<file path="config.mk">
export PLATFORM = sky130hd
export DESIGN_NAME = strobe_timer
export DESIGN_NICKNAME = d
export VERILOG_FILES = /design/src/rtl/strobe_timer_pkg.sv /design/src/rtl/trig_edge_det.sv /design/src/rtl/strobe_count_core.sv /design/src/rtl/strobe_timer.sv
export SDC_FILE = /design/constraint.sdc
export NUM_CORES = 1
export LEC_CHECK = 0
export BUFFER_PORTS_ARGS = -buffer_cell sky130_fd_sc_hd__buf_2
export CAP_MARGIN = 20
export CORE_UTILIZATION = 27
export CTS_CLUSTER_DIAMETER = 100
export CTS_CLUSTER_SIZE = 16
export DETAILED_ROUTE_END_ITERATION = 10
export SYNTH_ARGS = -nofsm -noshare
export SYNTH_HDL_FRONTEND = slang
export SYNTH_SLANG_ARGS = --single-unit
</file>
<file path="constraint.sdc">
create_clock -name clk -period 3.95 [get_ports clk]
set_clock_uncertainty 0.15 [all_clocks]
set_input_delay 0.79 -clock clk [delete_from_list [all_inputs] [get_ports clk]]
set_output_delay 0.79 -clock clk [all_outputs]
set_load 0.02 [all_outputs]
</file>
<file path="src/rtl/strobe_timer_pkg.sv">
`timescale 1ns/100ps
package strobe_timer_pkg;

    typedef enum logic {
        MODE_SW = 1'b0,
        MODE_HW = 1'b1
    } trig_mode_e;

endpackage

</file>
<file path="src/rtl/trig_edge_det.sv">
`timescale 1ns/100ps
module trig_edge_det (
    input  logic clk,
    input  logic rst,
    input  logic sig,
    output logic rise
);

    logic prev_d;
    logic prev_q;

    // Reset value 1: an input already high at release is not an edge.
    always_comb begin
        prev_d = sig;
        rise   = sig & ~prev_q;
    end

    always_ff @(posedge clk) begin
        if (rst) begin
            prev_q <= 1'b1;
        end else begin
            prev_q <= prev_d;
        end
    end

    // two consecutive rising edges cannot be reported back to back
    a_r6_single_rise : assert property (@(posedge clk) disable iff (rst)
        rise |=> !rise);

endmodule

</file>
<file path="src/rtl/strobe_count_core.sv">
`timescale 1ns/100ps
module strobe_count_core
    import strobe_timer_pkg::*;
#(
    parameter int CNT_W = 16
) (
    input  logic             clk,
    input  logic             rst,
    input  logic             mode_sel,
    input  logic             gate,
    input  logic             rise,
    input  logic             load,
    input  logic [CNT_W-1:0] count_in,
    output logic             strobe_n
);

    localparam logic [CNT_W-1:0] CNT_ONE = CNT_W'(1);

    typedef struct packed {
        logic [CNT_W-1:0] cnt;
        logic [CNT_W-1:0] rel;
        logic             run;
        logic             out_n;
        trig_mode_e       mode;
    } core_st_t;

    core_st_t   st_d;
    core_st_t   st_q;
    trig_mode_e mode_in;
    logic       start;
    logic       advance;

    assign mode_in = trig_mode_e'(mode_sel);

    always_comb begin
        st_d       = st_q;
        st_d.out_n = 1'b1;
        start      = 1'b0;
        advance    = 1'b0;
        if (mode_in != st_q.mode) begin
            // Mode change: cancel, output stays high
            st_d.mode = mode_in;
            st_d.run  = 1'b0;
            if (load) begin
                st_d.rel = count_in;
            end
        end else begin
            if (load) begin
                st_d.rel = count_in;
            end
            start   = (st_q.mode == MODE_HW) ? rise : load;
            advance = st_q.run && ((st_q.mode == MODE_HW) || gate);
            if (start) begin
                st_d.cnt = load ? count_in : st_q.rel;
                st_d.run = 1'b1;
            end else if (advance) begin
                if (st_q.cnt == CNT_ONE) begin
                    st_d.cnt   = '0;
                    st_d.run   = 1'b0;
                    st_d.out_n = 1'b0;
                end else begin
                    st_d.cnt = st_q.cnt - CNT_ONE;
                end
            end
        end
    end

    always_ff @(posedge clk) begin
        if (rst) begin
            st_q.cnt   <= '0;
            st_q.rel   <= '0;
            st_q.run   <= 1'b0;
            st_q.out_n <= 1'b1;
            st_q.mode  <= mode_in;
        end else begin
            st_q <= st_d;
        end
    end

    assign strobe_n = st_q.out_n;

    // the strobe is one cycle wide
    a_r3_one_cycle : assert property (@(posedge clk) disable iff (rst)
        !strobe_n |=> strobe_n);

    // after the strobe nothing is running
    a_r3_idle_after : assert property (@(posedge clk) disable iff (rst)
        !strobe_n |-> !st_q.run);

    // a software load starts the countdown from the written value
    a_r2_sw_start : assert property (@(posedge clk) disable iff (rst)
        (st_q.mode == MODE_SW && mode_in == MODE_SW && load)
        |=> (st_q.run && st_q.cnt == $past(count_in)));

    // gate low holds the software count
    a_r4_gate_hold : assert property (@(posedge clk) disable iff (rst)
        (st_q.mode == MODE_SW && mode_in == MODE_SW && st_q.run && !gate && !load)
        |=> ($stable(st_q.cnt) && st_q.run && strobe_n));

    // a hardware-mode load without an edge does not start counting
    a_r6_hw_no_start : assert property (@(posedge clk) disable iff (rst)
        (st_q.mode == MODE_HW && mode_in == MODE_HW && !st_q.run && !rise)
        |=> !st_q.run);

    // every rising edge in hardware mode restarts from the stored count
    a_r7_retrigger : assert property (@(posedge clk) disable iff (rst)
        (st_q.mode == MODE_HW && mode_in == MODE_HW && rise && !load)
        |=> (st_q.run && st_q.cnt == $past(st_q.rel)));

    // gate level does not stop a hardware-mode countdown
    a_r10_hw_counts : assert property (@(posedge clk) disable iff (rst)
        (st_q.mode == MODE_HW && mode_in == MODE_HW && st_q.run && !rise
         && st_q.cnt != CNT_ONE)
        |=> (st_q.cnt == $past(st_q.cnt) - CNT_ONE));

    // a mode change cancels any countdown
    a_r8_mode_abort : assert property (@(posedge clk) disable iff (rst)
        (mode_in != st_q.mode) |=> (!st_q.run && strobe_n));

endmodule

</file>
<file path="src/rtl/strobe_timer.sv">
`timescale 1ns/100ps
module strobe_timer #(
    parameter int CNT_W = 16
) (
    input  logic             clk,
    input  logic             rst,
    input  logic             hw_mode,
    input  logic             gate_trig,
    input  logic [CNT_W-1:0] count_in,
    input  logic             load,
    output logic             strobe_n
);

    logic trig_rise;

    trig_edge_det u_edge (
        .clk  (clk),
        .rst  (rst),
        .sig  (gate_trig),
        .rise (trig_rise)
    );

    strobe_count_core #(
        .CNT_W (CNT_W)
    ) u_core (
        .clk      (clk),
        .rst      (rst),
        .mode_sel (hw_mode),
        .gate     (gate_trig),
        .rise     (trig_rise),
        .load     (load),
        .count_in (count_in),
        .strobe_n (strobe_n)
    );

    // output high while in reset
    a_r1_reset_high : assert property (@(posedge clk)
        $past(rst) |-> strobe_n);

endmodule

</file>
==> flow_metrics.env, run 1 <==
export IMPL_power_density_nw_per_um2=467
export IMPL_antenna_found_initial=0
export IMPL_synth_area_um2=2030
export IMPL_min_path_cells=2
export IMPL_worst_slack_ps=1470
export IMPL_gr_total_overflow=0
export IMPL_cts_root_buf="clkbuf_8"
export IMPL_cts_resized=0
export IMPL_place_hpwl_um=3580
export IMPL_rsz0062_at_grt="false"
export IMPL_reg2regPathDepth=5
export IMPL_fp_dieH_um=88.6
export IMPL_ys_seq_area_frac=0.360
export IMPL_ios=22
export IMPL_syn2layout_area_growth_pct=15.2
export IMPL_path_buf_inv=3
export IMPL_cts_tree="built"
export IMPL_vias=1844
export IMPL_p_leak_nw=0.888
export IMPL_max_freq_mhz=403
export IMPL_clock_sinks=36
export IMPL_worstPathCellList="buf_2, nand2b_1, buf_4, and2_1, buf_4, a32oi_1, o32ai_1"
export IMPL_yosys_top_cells_count="dfxtp_1, nor2_1, a21oi_1, mux2i_1, inv_1"
export IMPL_cpMaxStageDelayCell="and2_1"
export IMPL_cp_arrival_ps=2530
export IMPL_rows=31
export IMPL_post_route_util=0.322
export IMPL_drc_errors=0
export IMPL_r2r_start="u_core.st_q[20]$_SDFFE_PP0P_"
export IMPL_insertion_delay_ps=290
export IMPL_maxCapViolCount=0
export IMPL_endpoint_kind="register"
export IMPL_tightest_slew_ps=665
export IMPL_r2r_slack_ps=1640
export IMPL_hold_start="u_core.st_q[11]$_SDFF_PP0_"
export IMPL_synth_main_ff_cell="dfxtp_1"
export IMPL_syn_nets=257
export IMPL_routabilityCongestion=0.855
export IMPL_total_power_mw=1.09
export IMPL_grt_usage=0.143
export IMPL_tns_ps=0
export IMPL_post_place_cells=343
export IMPL_fin_crit_ps=2480
export IMPL_post_place_ws_ps=1150
export IMPL_min_path_type="register to register"
export IMPL_finalSetupViolations=0
export IMPL_wirelength_um=5080
export IMPL_hold_viol_final=0
export IMPL_via_per_inst=5.25
export IMPL_syn_area_per_cell_um2=8.66
export IMPL_cts_max_level=2
export IMPL_path_common_cell="buf_4"
export IMPL_hold_path_end="u_core.st_q[11]$_SDFF_PP0_"
export IMPL_diodes=0
export IMPL_yosysTopAreaCell="dfxtp_1"
export IMPL_ir_worst_vdd_uv=209
export IMPL_critPathLaunchType="input pin"
export IMPL_dr_pass1_iters=4
export IMPL_cp_required_ps=4000
export IMPL_synth_edff_count=1
export IMPL_grt_pass1_vias=1772
export IMPL_worstPathMaxFanout=19
export IMPL_place_port_buffers=21
export IMPL_drive_above_1_share=0.183
export IMPL_start_util=0.279
export IMPL_yosysMostFrequentCell="dfxtp_1"
export IMPL_grt_pass1_wl_um=8660
export IMPL_worst_path_largest_cell_delay_ps=430
export IMPL_postCtsSetupBuffers=0
export IMPL_syn_inst=234
export IMPL_grt_max_degree=32
export IMPL_worstReg2RegEnd="u_core.strobe_n$_SDFF_PP1_"
export IMPL_outcome="completed"
export IMPL_path_class="input pin to register"
export IMPL_max_clock_path_buffers=2
export IMPL_synth_top_area_share=0.346
export IMPL_slew_headroom=0.553
export IMPL_fp_dieW_um=88.6
export IMPL_report_final_slew_viol_count=0
export IMPL_initialDrtViolationCount=200
export IMPL_path_delay_family="buffers and inverters"
export IMPL_routedWlPerCell_um=14.5
export IMPL_clk_pin_slew_ps=80
export IMPL_layout_nets=274
export IMPL_dieArea_um2=7860
export IMPL_netlist_cell_type_count=46
export IMPL_postRouteAntennaNets=0
export IMPL_postCtsHoldBufs=0
export IMPL_numCtsBuffers=5
export IMPL_min_period_over_period=0.628
export IMPL_synth_warnings=0
export IMPL_synth_area_top_cells="dfxtp_1, mux2i_1, a21oi_1, nor2_1, a31oi_1"
export IMPL_synthArstFlopShare=0
export IMPL_core_area_um2=7250
export IMPL_ys_ff_latch=36
export IMPL_final_cells=351
## logic make-up after synthesis
logic type               share of synthesized area
AND/OR/NAND/NOR                              0.250
AO/OA/AOI/OAI                                0.235
flip-flops                                   0.360
buffers and inverters                       0.0636
multiplexers                                0.0790
adder cells (fa/ha/maj)                     0.0123
## worst register-to-register path, cell delays in order, from the launching register on
cell and delay, ps:
dfxtp_1 340, inv_1 100, ha_1 170, nor4b_4 400
nand4_4 420, or4_1 610
## power by group
group	internal [mW]	switching [mW]	leakage [nW]
Combinational	0.142	0.190	0.536
Sequential	0.397	0.0338	0.297
Clock	0.187	0.141	0.0541
Total	0.725	0.365	0.888
## per-layer routing
metal | wire, µm | GRT usage | share of wire
met1 | 2490 | 0.202 | 0.49
met2 | 2250 | 0.213 | 0.44
met3 | 290 | 0.0317 | 0.057
met4 | 44 | 0.0499 | 0.0087
met5 | 0 | 0 | 0
## layout by cell type, fill, tap and decap left out, types with 3 or more instances in the layout
cell       n
clkbuf_8   5
a31oi_1   11
a21oi_1   18
dfxtp_1   35
a32oi_1    7
buf_4      7
nand3_1   11
a41oi_1    5
nand4_1    5
nor2b_1    6
o211ai_1   5
inv_1     12
nor2_1    21
nand2_1    8
buf_2     21
mux2i_1   16
nor3_1     7
o221ai_1   3
o32ai_1    6
o21ai_0    3
## registers in the layout (all words and copies together) (netlist names)
signal and flops:
u_core.strobe_n 1, u_edge.prev_q 1, u_core.st_q 34
## through the flow
step | hold WS (ps) | cell area (µm²)
after global placement | 327 | 2220
after detailed placement | 338 | 2220
final | 350 | 2340
after CTS | 359 | 2340
after floorplan | 303 | 2030
after global routing | 377 | 2340
## worst max path at each step
stage,startpoint,depth (start not counted),end
2_1_floorplan,load,8,u_core.st_q[21]$_SDFFE_PP0P_
3_3_place_gp,load,7,u_core.st_q[21]$_SDFFE_PP0P_
3_5_place_dp,load,7,u_core.st_q[26]$_SDFFE_PP0P_
4_1_cts,load,7,u_core.st_q[26]$_SDFFE_PP0P_
5_1_grt,load,7,u_core.st_q[23]$_SDFFE_PP0P_
6_report,load,7,u_core.st_q[24]$_SDFFE_PP0P_
## cell type report
type,count,area [µm²]
well taps,99,124
clock inverters,3,42.5
inverters,12,45.0
fillers,796,4920
multi-input cells,168,1170
clock buffers,5,68.8
flip-flops and latches,36,731
repair buffers,28,158
Note: power is estimated with default switching activity, not from simulation.
==> run 2, diff against run 1 <==
==> constraint.sdc (replaced) <==
create_clock -name clk -period 2.1 [get_ports clk]
set_clock_uncertainty 0.15 [all_clocks]
set_input_delay 0.42 -clock clk [delete_from_list [all_inputs] [get_ports clk]]
set_output_delay 0.42 -clock clk [all_outputs]
set_load 0.02 [all_outputs]
==> flow_metrics.env, run 2 (synthesized netlist as in run 1, its figures left out) <==
export IMPL_report_final_slew_viol_count=0
export IMPL_cp_required_ps=2140
export IMPL_endpoint_kind="register"
export IMPL_tightest_slew_ps=526
export IMPL_clock_sinks=36
export IMPL_crit_start="u_core.st_q[19]$_SDFFE_PP0P_"
export IMPL_final_cells=360
export IMPL_routedWlPerCell_um=15.0
export IMPL_path_buf_inv=1
export IMPL_tns_ps=0
export IMPL_fin_crit_ps=1920
export IMPL_power_density_nw_per_um2=835
export IMPL_max_clock_path_buffers=2
export IMPL_path_class="register to register"
export IMPL_vias=1915
export IMPL_cp_endpoint="u_core.st_q[27]$_SDFFE_PP0P_"
export IMPL_dr_pass1_iters=5
export IMPL_hold_start="hw_mode"
export IMPL_rows=31
export IMPL_insertion_delay_ps=290
export IMPL_cp_num_cells=6
export IMPL_r2r_start="u_core.st_q[19]$_SDFFE_PP0P_"
export IMPL_grt_pass1_vias=1800
export IMPL_syn2layout_area_growth_pct=18.1
export IMPL_rsz0062_at_grt="false"
export IMPL_wirelength_um=5410
export IMPL_clk_pin_slew_ps=70
export IMPL_worstPathMaxFanout=5
export IMPL_r2r_slack_ps=180
export IMPL_finalSetupViolations=0
export IMPL_postRouteAntennaNets=0
export IMPL_drive_above_1_share=0.203
export IMPL_diodes=0
export IMPL_layout_cells_most_common_list="dfxtp_1, nor2_1, buf_2"
export IMPL_worst_path_largest_cell_delay_ps=510
export IMPL_min_path_type="input pin to register"
export IMPL_critPathLaunchType="register"
export IMPL_dieArea_um2=7860
export IMPL_numCtsBuffers=5
export IMPL_gr_total_overflow=0
export IMPL_ios=22
export IMPL_postCtsSetupBuffers=0
export IMPL_fp_dieH_um=88.6
export IMPL_core_area_um2=7250
export IMPL_worstPathCellList="inv_1, ha_1, or3b_2, nor3_1, a31oi_1, o32ai_1"
export IMPL_grt_usage=0.146
export IMPL_antenna_found_initial=0
export IMPL_slew_headroom=0.646
export IMPL_cts_resized=0
export IMPL_min_period_over_period=0.914
export IMPL_layout_nets=283
export IMPL_cpMaxStageDelayCell="or3b_2"
export IMPL_top_register="u_core.st_q"
export IMPL_postCtsHoldBufs=0
export IMPL_initialDrtViolationCount=140
export IMPL_routabilityCongestion=0.860
export IMPL_p_leak_nw=0.927
export IMPL_fp_dieW_um=88.6
export IMPL_hold_viol_final=0
export IMPL_worstReg2RegEnd="u_core.st_q[27]$_SDFFE_PP0P_"
export IMPL_via_per_inst=5.32
export IMPL_grt_pass1_wl_um=8870
export IMPL_place_port_buffers=21
export IMPL_maxCapViolCount=0
export IMPL_place_hpwl_um=3740
export IMPL_ir_worst_vdd_uv=435
export IMPL_outcome="completed"
export IMPL_reg2regPathDepth=6
export IMPL_cts_max_level=2
export IMPL_max_freq_mhz=521
export IMPL_layout_commonest_cell="dfxtp_1"
export IMPL_start_util=0.279
export IMPL_cts_root_buf="clkbuf_8"
export IMPL_largest_reg_flops=34
export IMPL_drc_errors=0
export IMPL_cp_arrival_ps=1970
export IMPL_path_delay_family="simple AND/OR/NAND/NOR gates"
export IMPL_cts_tree="built"
export IMPL_grt_max_degree=31
export IMPL_post_place_cells=352
-- run 2: final cells by class --
type | count | area, µm²
Clock buffer | 8 | 90.1
Fill cell | 748 | 4860
Inverter | 12 | 45.0
Multi-Input combinational cell | 168 | 1170
Sequential cell | 36 | 731
Tap cell | 99 | 124
Timing Repair Buffer | 37 | 238
-- run 2: routing by layer --
metal,vias to the layer above,GRT usage,share of wire
met4,0,0.0499,0.021
met3,11,0.0326,0.062
met2,73,0.228,0.45
met1,891,0.197,0.46
li1,940,-,-
met5,-,0,0
-- run 2: through the flow --
step,setup slack [ps],utilization,power [mW],hold WS [ps],area (µm²)
2_1_floorplan,207,-,1.30,303,2030
3_3_place_gp,219,0.318,1.49,325,2300
3_5_place_dp,206,0.318,1.48,337,2300
4_1_cts,193,0.330,2.00,199,2390
5_1_grt,7.37,0.330,2.12,206,2390
6_report,180,0.330,2.00,203,2390
-- run 2: report_power, final --
| part | switching, mW | total, mW | internal [mW] |
|---|---|---|---|
| Sequential | 0.0641 | 0.811 | 0.747 |
| Combinational | 0.372 | 0.672 | 0.300 |
| Clock | 0.248 | 0.516 | 0.268 |
| Total | 0.684 | 2.00 | 1.32 |
-- run 2: worst min-delay path by stage --
stage | depth (start not counted) | to | slack, ps
after floorplan | 2 | u_core.strobe_n$_SDFF_PP1_ | 300
after global placement | 2 | u_core.st_q[5]$_SDFF_PP0_ | 330
after detailed placement | 2 | u_core.st_q[4]$_SDFF_PP0_ | 340
after CTS | 1 | u_core.st_q[0]$_DFFE_PP_ | 200
after global routing | 1 | u_core.st_q[0]$_DFFE_PP_ | 210
final | 1 | u_core.st_q[0]$_DFFE_PP_ | 200
